**config.mk**
```make
export PLATFORM = sky130hd
export DESIGN_NAME = eprom_prog_seq
export DESIGN_NICKNAME = d
export VERILOG_FILES = /design/src/rtl/eps_pkg.sv /design/src/rtl/eps_timer.sv /design/src/rtl/eps_walker.sv /design/src/rtl/eprom_prog_seq.sv
export SDC_FILE = /design/constraint.sdc
export NUM_CORES = 1
export LEC_CHECK = 0
export ABC_AREA = 1
export BUFFER_PORTS_ARGS = -buffer_cell sky130_fd_sc_hd__clkbuf_2
export CAP_MARGIN = 15
export CORE_MARGIN = 8
export CORE_UTILIZATION = 53
export DETAILED_ROUTE_END_ITERATION = 10
export GPL_ROUTABILITY_DRIVEN = 0
export PLACE_DENSITY = 0.9
export SLEW_MARGIN = 5
export SYNTH_ARGS = -nofsm -noshare
export SYNTH_HDL_FRONTEND = slang
export SYNTH_HIERARCHICAL = 1
export SYNTH_SLANG_ARGS = --single-unit
```
**constraint.sdc**
```tcl
create_clock -name clk -period 2.4 [get_ports clk]
set_input_delay 0.12 -clock clk [delete_from_list [all_inputs] [get_ports clk]]
set_output_delay 0.12 -clock clk [all_outputs]
set_load 0.02 [all_outputs]
```
**src/rtl/eps_pkg.sv**
```systemverilog
package eps_pkg;
  localparam logic [1:0] VCC_NOM  = 2'd0;
  localparam logic [1:0] VCC_PROG = 2'd1;
  localparam logic [1:0] VCC_MHI  = 2'd2;
  localparam logic [1:0] VCC_MLO  = 2'd3;

  localparam logic [1:0] PH_PROG  = 2'd0;
  localparam logic [1:0] PH_MHI   = 2'd1;
  localparam logic [1:0] PH_MLO   = 2'd2;

  typedef enum logic [3:0] {
    S_IDLE, S_SUP, S_SUPDONE, S_FETCH, S_SETUP, S_PULSE, S_HOLD,
    S_GAP, S_VFY, S_FLOAT, S_RB_FETCH, S_RB_OE, S_RB_FLOAT, S_FINISH
  } seq_st_t;

  typedef enum logic [2:0] {
    ST_UP_VCC, ST_UP_VPP, ST_DN_VPP, ST_VCC_HI, ST_VCC_LO, ST_END_VPP, ST_END_VCC
  } sup_step_t;
endpackage

```
**src/rtl/eps_timer.sv**
```systemverilog
module eps_timer #(
  parameter int TW = 8
) (
  input  logic          clk,
  input  logic          rst,
  input  logic          load,
  input  logic [TW-1:0] load_val,
  output logic          zero
);
  logic [TW-1:0] cnt;

  always_ff @(posedge clk) begin
    if (rst)             cnt <= '0;
    else if (load)       cnt <= load_val;
    else if (cnt != '0)  cnt <= cnt - 1'b1;
  end

  assign zero = (cnt == '0);
endmodule

```
**src/rtl/eps_walker.sv**
```systemverilog
module eps_walker #(
  parameter int AW = 17
) (
  input  logic          clk,
  input  logic          rst,
  input  logic          init,
  input  logic [AW-1:0] init_addr,
  input  logic [AW:0]   init_cnt,
  input  logic          step,
  output logic [AW-1:0] addr,
  output logic          last
);
  logic [AW:0] rem;

  always_ff @(posedge clk) begin
    if (rst) begin
      addr <= '0;
      rem  <= '0;
    end else if (init) begin
      addr <= init_addr;
      rem  <= init_cnt;
    end else if (step) begin
      addr <= addr + 1'b1;
      rem  <= rem - 1'b1;
    end
  end

  assign last = (rem == {{AW{1'b0}}, 1'b1});
endmodule

```
**src/rtl/eprom_prog_seq.sv**
```systemverilog
module eprom_prog_seq
  import eps_pkg::*;
#(
  parameter int AW           = 17,
  parameter int DW           = 8,
  parameter int PULSE_CYCLES = 10000,
  parameter int SETUP_CYCLES = 200,
  parameter int MAX_PULSES   = 25
) (
  input  logic          clk,
  input  logic          rst,
  input  logic          start,
  input  logic [AW-1:0] start_addr,
  input  logic [AW:0]   byte_count,
  input  logic          src_valid,
  input  logic [DW-1:0] src_data,
  output logic          src_ready,
  output logic [AW-1:0] prom_addr,
  output logic [DW-1:0] prom_dout,
  input  logic [DW-1:0] prom_din,
  output logic          prom_doe,
  output logic          prom_ce_n,
  output logic          prom_oe_n,
  output logic          prom_pgm_n,
  output logic [1:0]    vcc_sel,
  output logic          vpp_on,
  output logic          sup_req,
  input  logic          sup_ack,
  output logic          busy,
  output logic          done,
  output logic          fail,
  output logic [AW-1:0] fail_addr,
  output logic [1:0]    fail_phase
);
  localparam int MAXD = (PULSE_CYCLES > SETUP_CYCLES) ? PULSE_CYCLES : SETUP_CYCLES;
  localparam int TW   = $clog2(MAXD + 1);
  localparam int PCW  = $clog2(MAX_PULSES + 1);
  localparam logic [TW-1:0]  PULSE_LD = TW'(PULSE_CYCLES - 1);
  localparam logic [TW-1:0]  SETUP_LD = TW'(SETUP_CYCLES - 1);
  localparam logic [PCW-1:0] PCNT_MAX = PCW'(MAX_PULSES);

  seq_st_t       st;
  sup_step_t     step;
  logic [AW-1:0] base_addr;
  logic [AW:0]   base_cnt;
  logic [DW-1:0] data_q;
  logic [PCW-1:0] pcnt;
  logic          match, pass_lo;
  logic          t_zero, t_load, timed, accept;
  logic [TW-1:0] t_val;
  logic          wk_init, wk_step, wk_last;
  logic [AW-1:0] wk_addr_in;
  logic [AW:0]   wk_cnt_in;

  assign src_ready = (st == S_FETCH) || (st == S_RB_FETCH);
  assign accept    = src_ready && src_valid;
  assign timed     = (st == S_SETUP) || (st == S_PULSE) || (st == S_HOLD) || (st == S_GAP) ||
                     (st == S_VFY) || (st == S_FLOAT) || (st == S_RB_OE) || (st == S_RB_FLOAT);
  assign t_load    = accept || (timed && t_zero);
  assign t_val     = (st == S_SETUP) ? PULSE_LD : SETUP_LD;

  assign wk_init    = ((st == S_IDLE) && start) ||
                      ((st == S_SUPDONE) && ((step == ST_VCC_HI) || (step == ST_VCC_LO)));
  assign wk_addr_in = (st == S_IDLE) ? start_addr : base_addr;
  assign wk_cnt_in  = (st == S_IDLE) ? byte_count : base_cnt;
  assign wk_step    = ((st == S_FLOAT) || (st == S_RB_FLOAT)) && t_zero && match && !wk_last;
  assign prom_dout  = data_q;

  eps_timer #(.TW(TW)) u_timer (
    .clk(clk), .rst(rst), .load(t_load), .load_val(t_val), .zero(t_zero)
  );

  eps_walker #(.AW(AW)) u_walker (
    .clk(clk), .rst(rst), .init(wk_init), .init_addr(wk_addr_in), .init_cnt(wk_cnt_in),
    .step(wk_step), .addr(prom_addr), .last(wk_last)
  );

  always_ff @(posedge clk) begin
    if (rst) begin
      st <= S_IDLE;  step <= ST_UP_VCC;
      base_addr <= '0;  base_cnt <= '0;  data_q <= '0;  pcnt <= '0;
      match <= 1'b0;  pass_lo <= 1'b0;
      prom_doe <= 1'b0;  prom_ce_n <= 1'b1;  prom_oe_n <= 1'b1;  prom_pgm_n <= 1'b1;
      vcc_sel <= VCC_NOM;  vpp_on <= 1'b0;  sup_req <= 1'b0;
      busy <= 1'b0;  done <= 1'b0;  fail <= 1'b0;  fail_addr <= '0;  fail_phase <= PH_PROG;
    end else begin
      done <= 1'b0;
      case (st)
        S_IDLE: if (start) begin
          fail <= 1'b0;  fail_addr <= '0;  fail_phase <= PH_PROG;
          base_addr <= start_addr;  base_cnt <= byte_count;  busy <= 1'b1;
          if (byte_count == '0) st <= S_FINISH;
          else begin
            vcc_sel <= VCC_PROG;  step <= ST_UP_VCC;  sup_req <= 1'b1;  st <= S_SUP;
          end
        end
        S_SUP: if (sup_ack) begin
          sup_req <= 1'b0;  st <= S_SUPDONE;
        end
        S_SUPDONE: begin
          case (step)
            ST_UP_VCC:  begin vpp_on <= 1'b1; step <= ST_UP_VPP; sup_req <= 1'b1; st <= S_SUP; end
            ST_UP_VPP:  begin prom_ce_n <= 1'b0; pcnt <= '0; st <= S_FETCH; end
            ST_DN_VPP:  begin vcc_sel <= VCC_MHI; step <= ST_VCC_HI; sup_req <= 1'b1; st <= S_SUP; end
            ST_VCC_HI:  begin prom_ce_n <= 1'b0; pass_lo <= 1'b0; st <= S_RB_FETCH; end
            ST_VCC_LO:  begin prom_ce_n <= 1'b0; pass_lo <= 1'b1; st <= S_RB_FETCH; end
            ST_END_VPP: begin vcc_sel <= VCC_NOM; step <= ST_END_VCC; sup_req <= 1'b1; st <= S_SUP; end
            default:    st <= S_FINISH;
          endcase
        end
        S_FETCH: if (src_valid) begin
          data_q <= src_data;  prom_doe <= 1'b1;  st <= S_SETUP;
        end
        S_SETUP: if (t_zero) begin prom_pgm_n <= 1'b0; st <= S_PULSE; end
        S_PULSE: if (t_zero) begin prom_pgm_n <= 1'b1; pcnt <= pcnt + 1'b1; st <= S_HOLD; end
        S_HOLD:  if (t_zero) begin prom_doe <= 1'b0; st <= S_GAP; end
        S_GAP:   if (t_zero) begin prom_oe_n <= 1'b0; st <= S_VFY; end
        S_VFY:   if (t_zero) begin
          prom_oe_n <= 1'b1;  match <= (prom_din == data_q);  st <= S_FLOAT;
        end
        S_FLOAT: if (t_zero) begin
          if (match) begin
            pcnt <= '0;
            if (wk_last) begin
              vpp_on <= 1'b0;  prom_ce_n <= 1'b1;  step <= ST_DN_VPP;  sup_req <= 1'b1;  st <= S_SUP;
            end else st <= S_FETCH;
          end else if (pcnt == PCNT_MAX) begin
            fail <= 1'b1;  fail_addr <= prom_addr;  fail_phase <= PH_PROG;
            vpp_on <= 1'b0;  prom_ce_n <= 1'b1;  step <= ST_END_VPP;  sup_req <= 1'b1;  st <= S_SUP;
          end else begin
            prom_doe <= 1'b1;  st <= S_SETUP;
          end
        end
        S_RB_FETCH: if (src_valid) begin
          data_q <= src_data;  prom_oe_n <= 1'b0;  st <= S_RB_OE;
        end
        S_RB_OE: if (t_zero) begin
          prom_oe_n <= 1'b1;  match <= (prom_din == data_q);  st <= S_RB_FLOAT;
        end
        S_RB_FLOAT: if (t_zero) begin
          if (!match) begin
            fail <= 1'b1;  fail_addr <= prom_addr;  fail_phase <= pass_lo ? PH_MLO : PH_MHI;
            prom_ce_n <= 1'b1;  vcc_sel <= VCC_NOM;  step <= ST_END_VCC;  sup_req <= 1'b1;  st <= S_SUP;
          end else if (wk_last) begin
            prom_ce_n <= 1'b1;  sup_req <= 1'b1;  st <= S_SUP;
            if (pass_lo) begin vcc_sel <= VCC_NOM; step <= ST_END_VCC; end
            else         begin vcc_sel <= VCC_MLO; step <= ST_VCC_LO;  end
          end else st <= S_RB_FETCH;
        end
        S_FINISH: begin
          done <= 1'b1;  busy <= 1'b0;  prom_ce_n <= 1'b1;  st <= S_IDLE;
        end
        default: st <= S_IDLE;
      endcase
    end
  end
endmodule

```
Yosys cells after proc, flatten, opt, wreduce, memory -nomap -nowiden
Cells that the tools add are included.
Storage, ports and cells
  flip-flop bits (word level): 136
  input bits: 56
  logic and storage cells: 249
  output and inout bits: 56
Cells by class
  reduce and logical (&&, ||, !) cells: 60
  add/subtract/negate cells: 4
  muxes and demuxes: 113
  equality and inequality tests: 49
Operators by type and width (count)
  two-way mux 17 bit: 9
  two-way mux 4 bit: 16
  two-way mux 18 bit: 3
  case mux 4 bit (13 select lines): 1
  case mux 17 bit (3 select lines): 1
  two-way mux 14 bit: 3
  != test 2 bit (second input constant): 19
  two-way mux 1 bit: 35
  two-way mux 2 bit: 15
  two-way mux 3 bit: 10
  == test 4 bit (second input constant): 6
  two-way mux 5 bit: 4
  == test 18 x 1 -> 1 bit (second input constant): 1
  zero test 18 bit: 1
  subtractor 18 x 1 -> 18 bit (second input constant): 1
  adder 17 x 1 -> 17 bit (second input constant): 1
  == test 4 x 3 -> 1 bit (second input constant): 4
  case mux 5 bit (3 select lines): 1
  AND reduction 5 bit: 3
  nonzero test 3 bit: 5
  zero test 14 bit: 1
  nonzero test 14 bit: 1
  subtractor 14 x 1 -> 14 bit (second input constant): 1
  logical OR 1 bit: 12
  other kinds (39): 72

Longest topological paths before layout
Gate-level depths: netlist of the first run.
  depth after elaboration: 11
  gate-level depth with buffers: 17
  mapped depth without buffers: 17

Modules after synthesis
The synthesis of the first run kept the hierarchy.
Modules (own cells, without submodules)
  eprom_prog_seq: seq. area each 1741.7 um^2, cells an instance 719, area an instance 4609.4 um^2, instances 1
  eps_walker: seq. area each 700.7 um^2, cells an instance 350, area an instance 2341.0 um^2, instances 1
  eps_timer: seq. area each 280.3 um^2, cells an instance 158, area an instance 1003.5 um^2, instances 1

Least setup slack after synthesis of the first run
OpenSTA, ideal clock, no wires.
  kind: reg-to-reg
  start: reg u_timer.cnt[0]
  end: reg u_walker.addr[13]
  clock period less this slack: 2.506 ns
  data required time: 2.265 ns
  arrival time: 2.371 ns
  path buffers: 2
  setup slack: -0.106 ns
  setup time: 0.135 ns
  stages on the path, launching flop included: 16
  path through: dfxtp_1 inv_1 ha_1 nand2_2 nor2_4 nand2_2 nor2_4 nand2_1 nor2_1 clkinv_1 nor2_1 nor2_2 buf_4 buf_6 a22oi_1 a21oi_1
On the way
  cells in the longest elaborated chain, start to end: 5
RTL lines
  start, declared: RTL line eps_timer.sv:10  | logic [TW-1:0] cnt;
  start signal, assigned: RTL line eps_timer.sv:14  | else if (load) cnt <= load_val;
  start signal, assigned: RTL line eps_timer.sv:15  | else if (cnt != '0) cnt <= cnt - 1'b1;
  zero test 14 bit: RTL line eps_timer.sv:18  | assign zero = (cnt == '0);
  via t_zero: RTL line eprom_prog_seq.sv:49  | logic t_zero, t_load, timed, accept;
  logical AND 1 bit (3 in a row): RTL line eprom_prog_seq.sv:66  | assign wk_step = ((st == S_FLOAT) || (st == S_RB_FLOAT)) && t_zero && match && !wk_last;
  via wk_step: RTL line eprom_prog_seq.sv:51  | logic wk_init, wk_step, wk_last;
  nonzero test 2 bit (no line)
  end signal, assigned: RTL line eps_walker.sv:20  | addr <= init_addr;
  end signal, assigned: RTL line eps_walker.sv:23  | addr <= addr + 1'b1;
  end, declared: RTL line eps_walker.sv:10  | output logic [AW-1:0] addr,
The timed path passes the listed nets, and every way through them passes these cells.
A chain may end at the register's enable or synchronous reset.

Worst setup path in the final report of the first run
  start: reg u_timer.cnt[0]
  end: reg u_walker.rem[1]
On the way
  cells in the longest elaborated chain, start to end: 5
RTL lines
  zero test 14 bit: RTL line eps_timer.sv:18
  via t_zero: RTL line eprom_prog_seq.sv:49
  logical AND 1 bit (3 in a row): RTL line eprom_prog_seq.sv:66
  via wk_step: RTL line eprom_prog_seq.sv:51
  nonzero test 2 bit (no line)
  end signal, assigned: RTL line eps_walker.sv:21  | rem <= init_cnt;
  end signal, assigned: RTL line eps_walker.sv:24  | rem <= rem - 1'b1;
  end, declared: RTL line eps_walker.sv:13  | logic [AW:0] rem;
The timed path passes the listed nets, and every way through them passes these cells.

==> run metrics, run 1 <==
Die Width 139 um; Logic pwr share 49.3%; DRC 0; Critical Path Max Stage Delay 0.33 ns; Crit Path Class reg2reg; clk_skew between 0.007 and 0.008 ns; clock buffer count from CTS 17; Starting Density approximately 55%; sw frac between 40% and 50%; Mapped Cells between 1000 and 1500; startpoint types flip-flop; pin count of the biggest net entering global routing 65; flip-flop and latch count after synthesis roughly 140; Fin. Hold Viols 0; Synth top area share roughly a third; first-pass GRT wire length around 38000 um; Post-Syn Area 7950 um2; hold path depth 3; max_cap viols 0; PortBufs about 110; vias in the first global route about 8000; synth top area cells dfxtp_1, nand2_1, nor2_1; sequential share of power between 20 and 30%; core footprint approximately 15000 um2; DRT iter0 DRCs approximately 900; Layout Cells excl Fill between 1500 and 2000; Initial DRT Pass Iterations 6; Nets 1425; hold path start start_addr[10]; net load switching power about 0.0053 W; crit path DAT 2.63 ns; status complete, no violations; Layout area overhead 21.4%; clock sink count ~140; die area about 19000 um2; ys flop type dfxtp_1; Hold Path Class in2reg; CP dominant cell by count nor2_4; Post-synth EDFFs 0; clock buffer depth 2; antenna violations before repair 0; fin area 9650 um2; drt wl/cell about 15 um; area leader, netlist dfxtp_1; commonest non-fill, non-tap cells in the layout nand2_1, dfxtp_1, nor2_1; TNS Setup 0 ns; TritonCTS clock tree built; H-tree Lvls 4; register area share after synthesis 34.2%; Slew HR approximately 60%; site row count 44; CP Capture Type flip-flop; Clock Latency Late Sink between 0.4 and 0.5 ns; CP max FO 15; Via-to-Cell Ratio around 5.6; Post-DP HPWL approximately 16000 um; final setup fails 0; distinct cell type count after synthesis 46; Ports 112; root buf cell clkbuf_16; Clk pwr share between 20% and 30%; Worst Tran Pin Value 0.597 ns; final wirelength around 24000 um; Pint ~0.0062 W; pwr dens 1190 nW/um2; ys async rst share 0%; min Tclk post-route ~2.3 ns; max-slew violation count 0; GR Overflow Total 0; share of layout cells above drive strength 1 between 15 and 20%; Synth Area per Inst ~6.5 um2; CTS clk-pin slew, worst paths approximately 0.060 ns; post-route ant nets 0; Worst setup startpoint u_timer/cnt[0]; cells along the critical path inv_1 > ha_2 > nand2_2 > nor2_4 > nand2_4 > nor2_4 > nand2_2 > nor2_2 > bufinv_8 > nor2_4 > nor2_2 > buf_12 > inv_2 > nor2_1 > o21ai_0 > inv_1; n_diodes 0; cell leakage power 4.39 nW; VDD IR-drop max ~0.00075 V; WP data required about 2.7 ns; placed inst area a little under 9000 um2; worst reg-to-reg path cell count 16; reg2reg start u_timer/cnt[0]; yosys synthesis warning count 6; Fmax approximately 430 MHz; All-Layer GR Usage between 20% and 30%; # Post-CTS Setup Buffers 0; dpl cells roughly 1500; vias 8739; commonest non-fill, non-tap cell in the layout nand2_1; fin crit share between 90% and 100%; Slowest-stage cell, CP dfxtp_1; Die Ht around 140 um
[path summary, 6_finish.rpt]
kind	end	slack [ns]
worst min register to register	base_cnt[10]	0.45
worst min-delay path	base_addr[10]	0.007
worst max register to register	u_walker/rem[1]	0.09
worst max-delay path	u_walker/rem[1]	0.09
[area by class of cell]
cell class,instances,area [um2]
clock buffers,21,470
clock inverters,10,97.6
fillers,1142,4930
inverters,128,507
multi-input cells,921,4640
flip-flops and latches,136,2720
well taps,184,230
repair buffers,159,991
[power by group through the flow]
stage / sequential (W) / clock [W] / combinational, W
after floorplan: 0.00333 / 0 / 0.00397
after global placement: 0.00330 / 0 / 0.00509
after global routing: 0.00337 / 0.00264 / 0.00626
after detailed placement: 0.00332 / 0 / 0.00523
after CTS: 0.00328 / 0.00254 / 0.00536
final: 0.00330 / 0.00252 / 0.00566
[worst max-delay path: cells and delay by family, from the launching register on]
| kind | cells | cell delay [ns] |
|---|---|---|
| simple gates | 9 | 0.91 |
| buf+inv | 5 | 0.59 |
| flops | 1 | 0.33 |
| fa+ha+maj | 1 | 0.20 |
| compound gates | 1 | 0.17 |
[synth_stat cells, drive strengths merged, types with 7 or more instances]
master  count
a21oi     103
a22oi      20
a31oi       7
buf        22
clkbuf     25
dfxtp     136
inv       124
nand2     332
nand3      98
nand4      34
nor2      167
o21ai      98
or2        10
xor2       17
[layer usage]
layer	GRT usage (%)	up-vias	part of all wire (%)
met5	0	-	0
met4	12.7	0	4.1
met3	5.51	96	7.9
met2	38.8	437	48
met1	26.9	3935	40
li1	-	4271	-
[registers in the layout, summed over array words and instances, names as in the netlist, 3 cells and up]
register,count
base_cnt,18
u_walker/rem,18
base_addr,17
fail_addr,17
u_walker/addr,17
u_timer/cnt,14
prom_dout,8
pcnt,5
st,4
step,3
[what timing repair did]
action / CTS / global route
endpoints found under the setup margin: 12 / 86
resized for setup: 4 / 31
hold buffers: 22 / 0
endpoints found under the hold margin: 22 / 0
pin swaps: 0 / 8
[logic make-up after synthesis]
logic type,after synthesis,share of synthesized area [%]
AOI/OAI and AO/OA,239,16.7
xor gates and xnor gates,20,2.20
adders and majority gates,6,0.944
buffers and inverters,175,9.06
DFF,136,34.2
other,2,0.0944
and+or+nand+nor,649,36.7
[metrics by stage]
stage / hold WS [ns] / util [%] / power (W) / setup slack (ns)
after floorplan: 0.285 / - / 0.00730 / 0.0368
after global placement: 0.371 / 59.9 / 0.00839 / 0.0169
after detailed placement: 0.375 / 59.9 / 0.00855 / -0.0181
after CTS: 0.00136 / 65.4 / 0.0112 / 0.0130
after global routing: 0.0183 / 66.2 / 0.0123 / -0.0496
final: 0.00661 / 66.2 / 0.0115 / 0.0872
Note: power is estimated with default switching activity, not from simulation.
==> inputs of run 2 (changes only) <==
--- a/config.mk
+++ b/config.mk
@@ -6,7 +6,7 @@
 export NUM_CORES = 1
 export LEC_CHECK = 0
 export ABC_AREA = 1
-export BUFFER_PORTS_ARGS = -buffer_cell sky130_fd_sc_hd__clkbuf_2
+export BUFFER_PORTS_ARGS = -buffer_cell sky130_fd_sc_hd__buf_2
 export CAP_MARGIN = 15
 export CORE_MARGIN = 8
 export CORE_UTILIZATION = 53
==> run metrics, run 2 (same netlist as run 1, synthesis figures left out) <==
drt wl/cell 15.5 um (was 15.1 um); share of layout cells above drive strength 1 19.6% (about the same); Slew HR 61.4% (was 60.2%); antenna violations before repair 2 (was 0); WP data required 2.75 ns (was 2.71 ns); TNS Setup 0 ns (unchanged); PortBufs 111 (unchanged); Critical Path Max Stage Delay 0.34 ns (was 0.33 ns); fin crit share 95.4% (was 96.4%); max-slew violation count 0 (unchanged); CTS clk-pin slew, worst paths 0.06 ns (about the same); cells along the critical path inv_1 > ha_4 > nand2_2 > nor2_4 > nand2_2 > nor2_4 > nand2_1 > nor2_2 > bufinv_8 > nand3_2 > nand2_1 > nor2_1 > buf_4 > nand3_1 > a21oi_1 (was inv_1 > ha_2 > nand2_2 > nor2_4 > nand2_4 > nor2_4 > nand2_2 > nor2_2 > bufinv_8 > nor2_4 > nor2_2 > buf_12 > inv_2 > nor2_1 > o21ai_0 > inv_1); final setup fails 0 (unchanged); min Tclk post-route 2.29 ns (was 2.31 ns); core footprint 14600 um2 (unchanged); site row count 44 (unchanged); clock buffer depth 2 (unchanged); Fmax 437 MHz (was 432 MHz); die area 19200 um2 (unchanged); register area 2720 um2 (unchanged); Starting Density 54.5% (unchanged); Fin. Hold Viols 0 (unchanged); root buf cell clkbuf_16 (unchanged); clock sink count 136 (unchanged); DRT iter0 DRCs 1182 (was 897); vias in the first global route 8137 (was 8032); All-Layer GR Usage 23.7% (was 23.2%); TritonCTS clock tree built (unchanged); first-pass GRT wire length 38800 um (was 37800 um); pin count of the biggest net entering global routing 65 (unchanged); Worst Tran Pin Value 0.579 ns (was 0.597 ns); post-route ant nets 0 (unchanged); Crit Path Class reg2reg (unchanged); GR Overflow Total 0 (unchanged); H-tree Lvls 4 (unchanged); CP max FO 9 (was 15); crit path DAT 2.64 ns (was 2.63 ns); commonest non-fill, non-tap cells in the layout nand2_1, dfxtp_1, nor2_1 (unchanged); final wirelength 24300 um (was 23500 um); startpoint types flip-flop (unchanged); multi-input logic area 4640 um2 (about the same); DRC 0 (unchanged); Initial DRT Pass Iterations 8 (was 6); clock buffer count from CTS 17 (unchanged); pwr dens 1190 nW/um2 (about the same); WHS 0.00151 ns (was 0.00661 ns); Ports 112 (unchanged); Die Width 139 um (unchanged); commonest non-fill, non-tap cell in the layout nand2_1 (unchanged); VDD IR-drop max 0.000794 V (was 0.000752 V); CP Capture Type flip-flop (unchanged); cell leakage power 4.42 nW (was 4.39 nW); Via-to-Cell Ratio 5.68 (was 5.61); Hold Path Class in2reg (unchanged); Core Util, Final 66.3% (was 66.2%); max_cap viols 0 (unchanged); Nets 1428 (was 1425); fin area 9670 um2 (was 9650 um2); clk_skew 0.00716 ns (was 0.00766 ns); top flop regs base_cnt (18), u_walker/rem (18) (unchanged); vias 8896 (was 8739); status complete, no violations (unchanged); placed inst area 8740 um2 (about the same); Clock Latency Late Sink 0.43 ns (was 0.42 ns); fill count 1156 (was 1142); Layout area overhead 21.6% (was 21.4%); Post-DP HPWL 16300 um (was 16100 um); Die Ht 139 um (unchanged); Slowest-stage cell, CP dfxtp_1 (unchanged)
[run 2: report_power, final]
part | switching [W] | internal (W) | total [W]
Clock | 0.00103 | 0.00148 | 0.00251
Sequential | 0.000535 | 0.00278 | 0.00331
Combinational | 0.00377 | 0.00193 | 0.00571
Total | 0.00534 | 0.00619 | 0.0115
[run 2: layer usage]
metal,GRT usage [%],vias up,share of wire [%]
met5,0,-,0
met4,11.7,0,3.7
met3,5.65,94,8.5
met2,38.8,501,48
met1,28.5,4015,40
li1,-,4286,-
[run 2: area by class of cell]
type	instances	share of cell area, %
multi-input combinational	921	47.9
sequential	136	28.1
timing repair buffer	162	10.5
inverter	128	5.24
clock buffer	22	4.80
tap	184	2.38
clock inverter	10	0.996
antenna	2	0.0517
[run 2: worst max-delay path: cells and delay by family (launching register included)]
kind,cells,cell delay (ns)
and+or+nand+nor,10,1.04
AOI/OAI and AO/OA,1,0.15
DFF,1,0.34
buffers and inverters,3,0.52
adders and majority gates,1,0.15
[run 2: path summary, 6_finish.rpt]
kind	start	to	slack (ns)	depth (start not counted)
max	u_timer/cnt[0]	pcnt[3]	0.11	15
max reg2reg	u_timer/cnt[0]	pcnt[3]	0.11	15
min	start_addr[2]	base_addr[2]	0.002	3
min reg2reg	base_addr[7]	base_addr[7]	0.45	2
[run 2: through the flow]
stage	power, W	setup WS [ns]	cells
floorplan	0.00730	0.0368	1232
global placement	0.00841	0.0700	1507
detailed placement	0.00857	-0.0430	1507
CTS	0.0112	0.00204	1562
global route	0.0123	-0.0271	1565
finish	0.0115	0.110	1565
[run 2: repair_timing]
| item | in CTS | in global routing |
|---|---|---|
| hold buffers | 22 | 1 |
| setup buffers | 1 | 0 |
| endpoints found under the hold margin | 22 | 1 |
| resized for setup | 4 | 26 |
| setup endpoints to repair | 14 | 86 |
| pin swaps | 0 | 3 |
==> inputs of run 3 (changes only) <==
--- a/config.mk
+++ b/config.mk
@@ -13,6 +13,7 @@
 export DETAILED_ROUTE_END_ITERATION = 10
 export GPL_ROUTABILITY_DRIVEN = 0
 export PLACE_DENSITY = 0.9
+export RECOVER_POWER = 25
 export SLEW_MARGIN = 5
 export SYNTH_ARGS = -nofsm -noshare
 export SYNTH_HDL_FRONTEND = slang
==> run metrics, run 3 (same netlist as run 1, synthesis figures left out) <==
status complete, no violations (unchanged); crit path DAT 2.61 ns (was 2.64 ns); routing usage on met2 38.8% (unchanged); reg2reg start u_timer/cnt[0] (unchanged); Nets 1428 (unchanged); DRC 0 (unchanged); Layout area overhead 20.9% (was 21.6%); Starting Density 54.5% (unchanged); VDD IR-drop max 0.000791 V (was 0.000794 V); flop-to-flop setup slack 0.1 ns (was 0.11 ns); TritonCTS clock tree built (unchanged); cell leakage power 4.23 nW (was 4.42 nW); cells along the critical path inv_1 > ha_4 > nand2_2 > nor2_4 > nand2_2 > nor2_4 > nand2_1 > nor2_2 > buf_4 > nand3_1 > nand3_2 > inv_4 > or2_2 > nand3_1 > nor2_1 (was inv_1 > ha_4 > nand2_2 > nor2_4 > nand2_2 > nor2_4 > nand2_1 > nor2_2 > bufinv_8 > nand3_2 > nand2_1 > nor2_1 > buf_4 > nand3_1 > a21oi_1); final wirelength 24300 um (about the same); sw frac 46.4% (was 46.3%); post-route ant nets 0 (unchanged); CP Capture Type flip-flop (unchanged); commonest non-fill, non-tap cell in the layout nand2_1 (unchanged); Worst Tran Pin Value 0.575 ns (was 0.579 ns); Die Width 139 um (unchanged); WP data required 2.71 ns (was 2.75 ns); Post-DP HPWL 16300 um (unchanged); overall power 0.0115 W (about the same); Critical Path Max Stage Delay 0.34 ns (about the same); pre-CTS WS -0.0430 ns (unchanged); H-tree Lvls 4 (unchanged); min Tclk post-route 2.30 ns (was 2.29 ns); All-Layer GR Usage 23.7% (unchanged); core footprint 14600 um2 (unchanged); hold endpoint base_addr[2] (unchanged); setup ws final 0.0964 ns (was 0.110 ns); clock buffer count from CTS 17 (unchanged); placed inst area 8740 um2 (unchanged); share of layout cells above drive strength 1 16.2% (was 19.6%); pin count of the biggest net entering global routing 65 (unchanged); final setup fails 0 (unchanged); PortBufs 111 (unchanged); startpoint types flip-flop (unchanged); Pint 0.00617 W (was 0.00619 W); hold path depth 3 (unchanged); GR Overflow Total 0 (unchanged); commonest non-fill, non-tap cells in the layout nand2_1, dfxtp_1, nor2_1 (unchanged); worst reg-to-reg path cell count 15 (unchanged); sequential share of power 28.8% (was 28.7%); Via-to-Cell Ratio 5.71 (was 5.68); net load switching power 0.00534 W (about the same); pwr dens 1200 nW/um2 (was 1190 nW/um2); clock buffer depth 2 (unchanged); Fmax 434 MHz (was 437 MHz); Slowest-stage cell, CP dfxtp_1 (unchanged); r2r endpoint u_timer/cnt[13] (was pcnt[3]); Ports 112 (unchanged); Fin. Hold Viols 0 (unchanged); CP max FO 19 (was 9); hold path start start_addr[2] (unchanged); Crit path max-delay family simple AND/OR/NAND/NOR gates (unchanged); crit path buf inv count 3 (unchanged); Initial DRT Pass Iterations 9 (was 8); drt wl/cell 15.5 um (about the same); root buf cell clkbuf_16 (unchanged); vias in the first global route 8137 (unchanged); Clk pwr share 21.8% (about the same); DRT iter0 DRCs 1248 (was 1182); Slew HR 61.7% (was 61.4%); die area 19200 um2 (unchanged); Logic pwr share 49.4% (was 49.5%); top flop regs base_cnt (18), u_walker/rem (18) (unchanged); busiest grt layer met2 (unchanged); max_cap viols 0 (unchanged); fin area 9620 um2 (was 9670 um2); met1 GRT Util 28.5% (unchanged); fin crit share 96.0% (was 95.4%); antenna violations before repair 2 (unchanged); Hold Path Class in2reg (unchanged); vias 8933 (was 8896); GR Util met3 5.65% (unchanged); site row count 44 (unchanged); max-slew violation count 0 (unchanged); first-pass GRT wire length 38800 um (unchanged); Core Util, Final 65.9% (was 66.3%); clk_skew 0.00729 ns (was 0.00716 ns); Die Ht 139 um (unchanged); clock sink count 136 (unchanged); CTS clk-pin slew, worst paths 0.06 ns (about the same); Clock Latency Late Sink 0.42 ns (was 0.43 ns); Crit Path Class reg2reg (unchanged)
## run 3: cell types whose count changed in the layout (fill, tap and decap cells not counted), sizes merged
cell / previous run / this run
buf: 139 / 93
clkbuf: 22 / 68
## run 3: metrics by stage
step | TNS (ns) | hold WS (ns) | std cells
floorplan | 0 | 0.285 | 1232
global placement | 0 | 0.372 | 1507
finish | 0 | 0.00462 | 1565
detailed placement | -0.0609 | 0.377 | 1507
CTS | 0 | 0.00188 | 1562
global route | -0.296 | 0.0166 | 1565
## run 3: worst register-to-register path, stage by stage, from the launching register on
cell and delay [ns]:
dfxtp_1 0.34, inv_1 0.12, ha_4 0.15, nand2_2 0.08, nor2_4 0.12, nand2_2 0.08, nor2_4 0.12, nand2_1 0.09
nor2_2 0.11, buf_4 0.14, nand3_1 0.14, nand3_2 0.15, inv_4 0.11, or2_2 0.28, nand3_1 0.11, nor2_1 0.07
## run 3: power by group through the flow
stage          clock (W)  combinational [W]  sequential (W)
2_1_floorplan          0            0.00397         0.00333
3_3_place_gp           0            0.00511         0.00330
3_5_place_dp           0            0.00526         0.00331
4_1_cts          0.00252            0.00539         0.00327
5_1_grt          0.00264            0.00629         0.00336
6_report         0.00251            0.00568         0.00331
## run 3: per-layer routing
metal,routed length [um],vias to the layer above,part of all wire [%]
li1,-,4281,-
met1,9770,4044,40
met2,11600,511,48
met3,2040,97,8.4
met4,886,0,3.6
met5,0,-,0
## run 3: worst max-delay path by stage
stage / start / endpoint / slack, ns / depth (start not counted)
detailed placement: u_timer/cnt[0] / u_walker/rem[9] / -0.04 / 16
global route: u_timer/cnt[0] / step[2] / -0.03 / 17
floorplan: u_timer/cnt[0] / u_walker/addr[13] / 0.04 / 15
global placement: u_timer/cnt[0] / u_walker/rem[9] / 0.07 / 16
CTS: u_timer/cnt[0] / st[2] / 0.002 / 16
finish: u_timer/cnt[0] / u_timer/cnt[13] / 0.1 / 15
## run 3: area by class of cell
class | instances | area [um2]
Fill cell | 1185 | 4970
Multi-Input combinational cell | 921 | 4640
Antenna cell | 2 | 5.00
Timing Repair Buffer | 162 | 955
Inverter | 128 | 507
Clock buffer | 22 | 464
Clock inverter | 10 | 96.3
Tap cell | 184 | 230
Sequential cell | 136 | 2720
## run 3: what timing repair did
item	in CTS	in global routing
resized for setup	4	26
pin swaps	0	3
buffers inserted	1	0
setup endpoints to repair	14	86
endpoints found under the hold margin	22	1
hold buffers	22	1
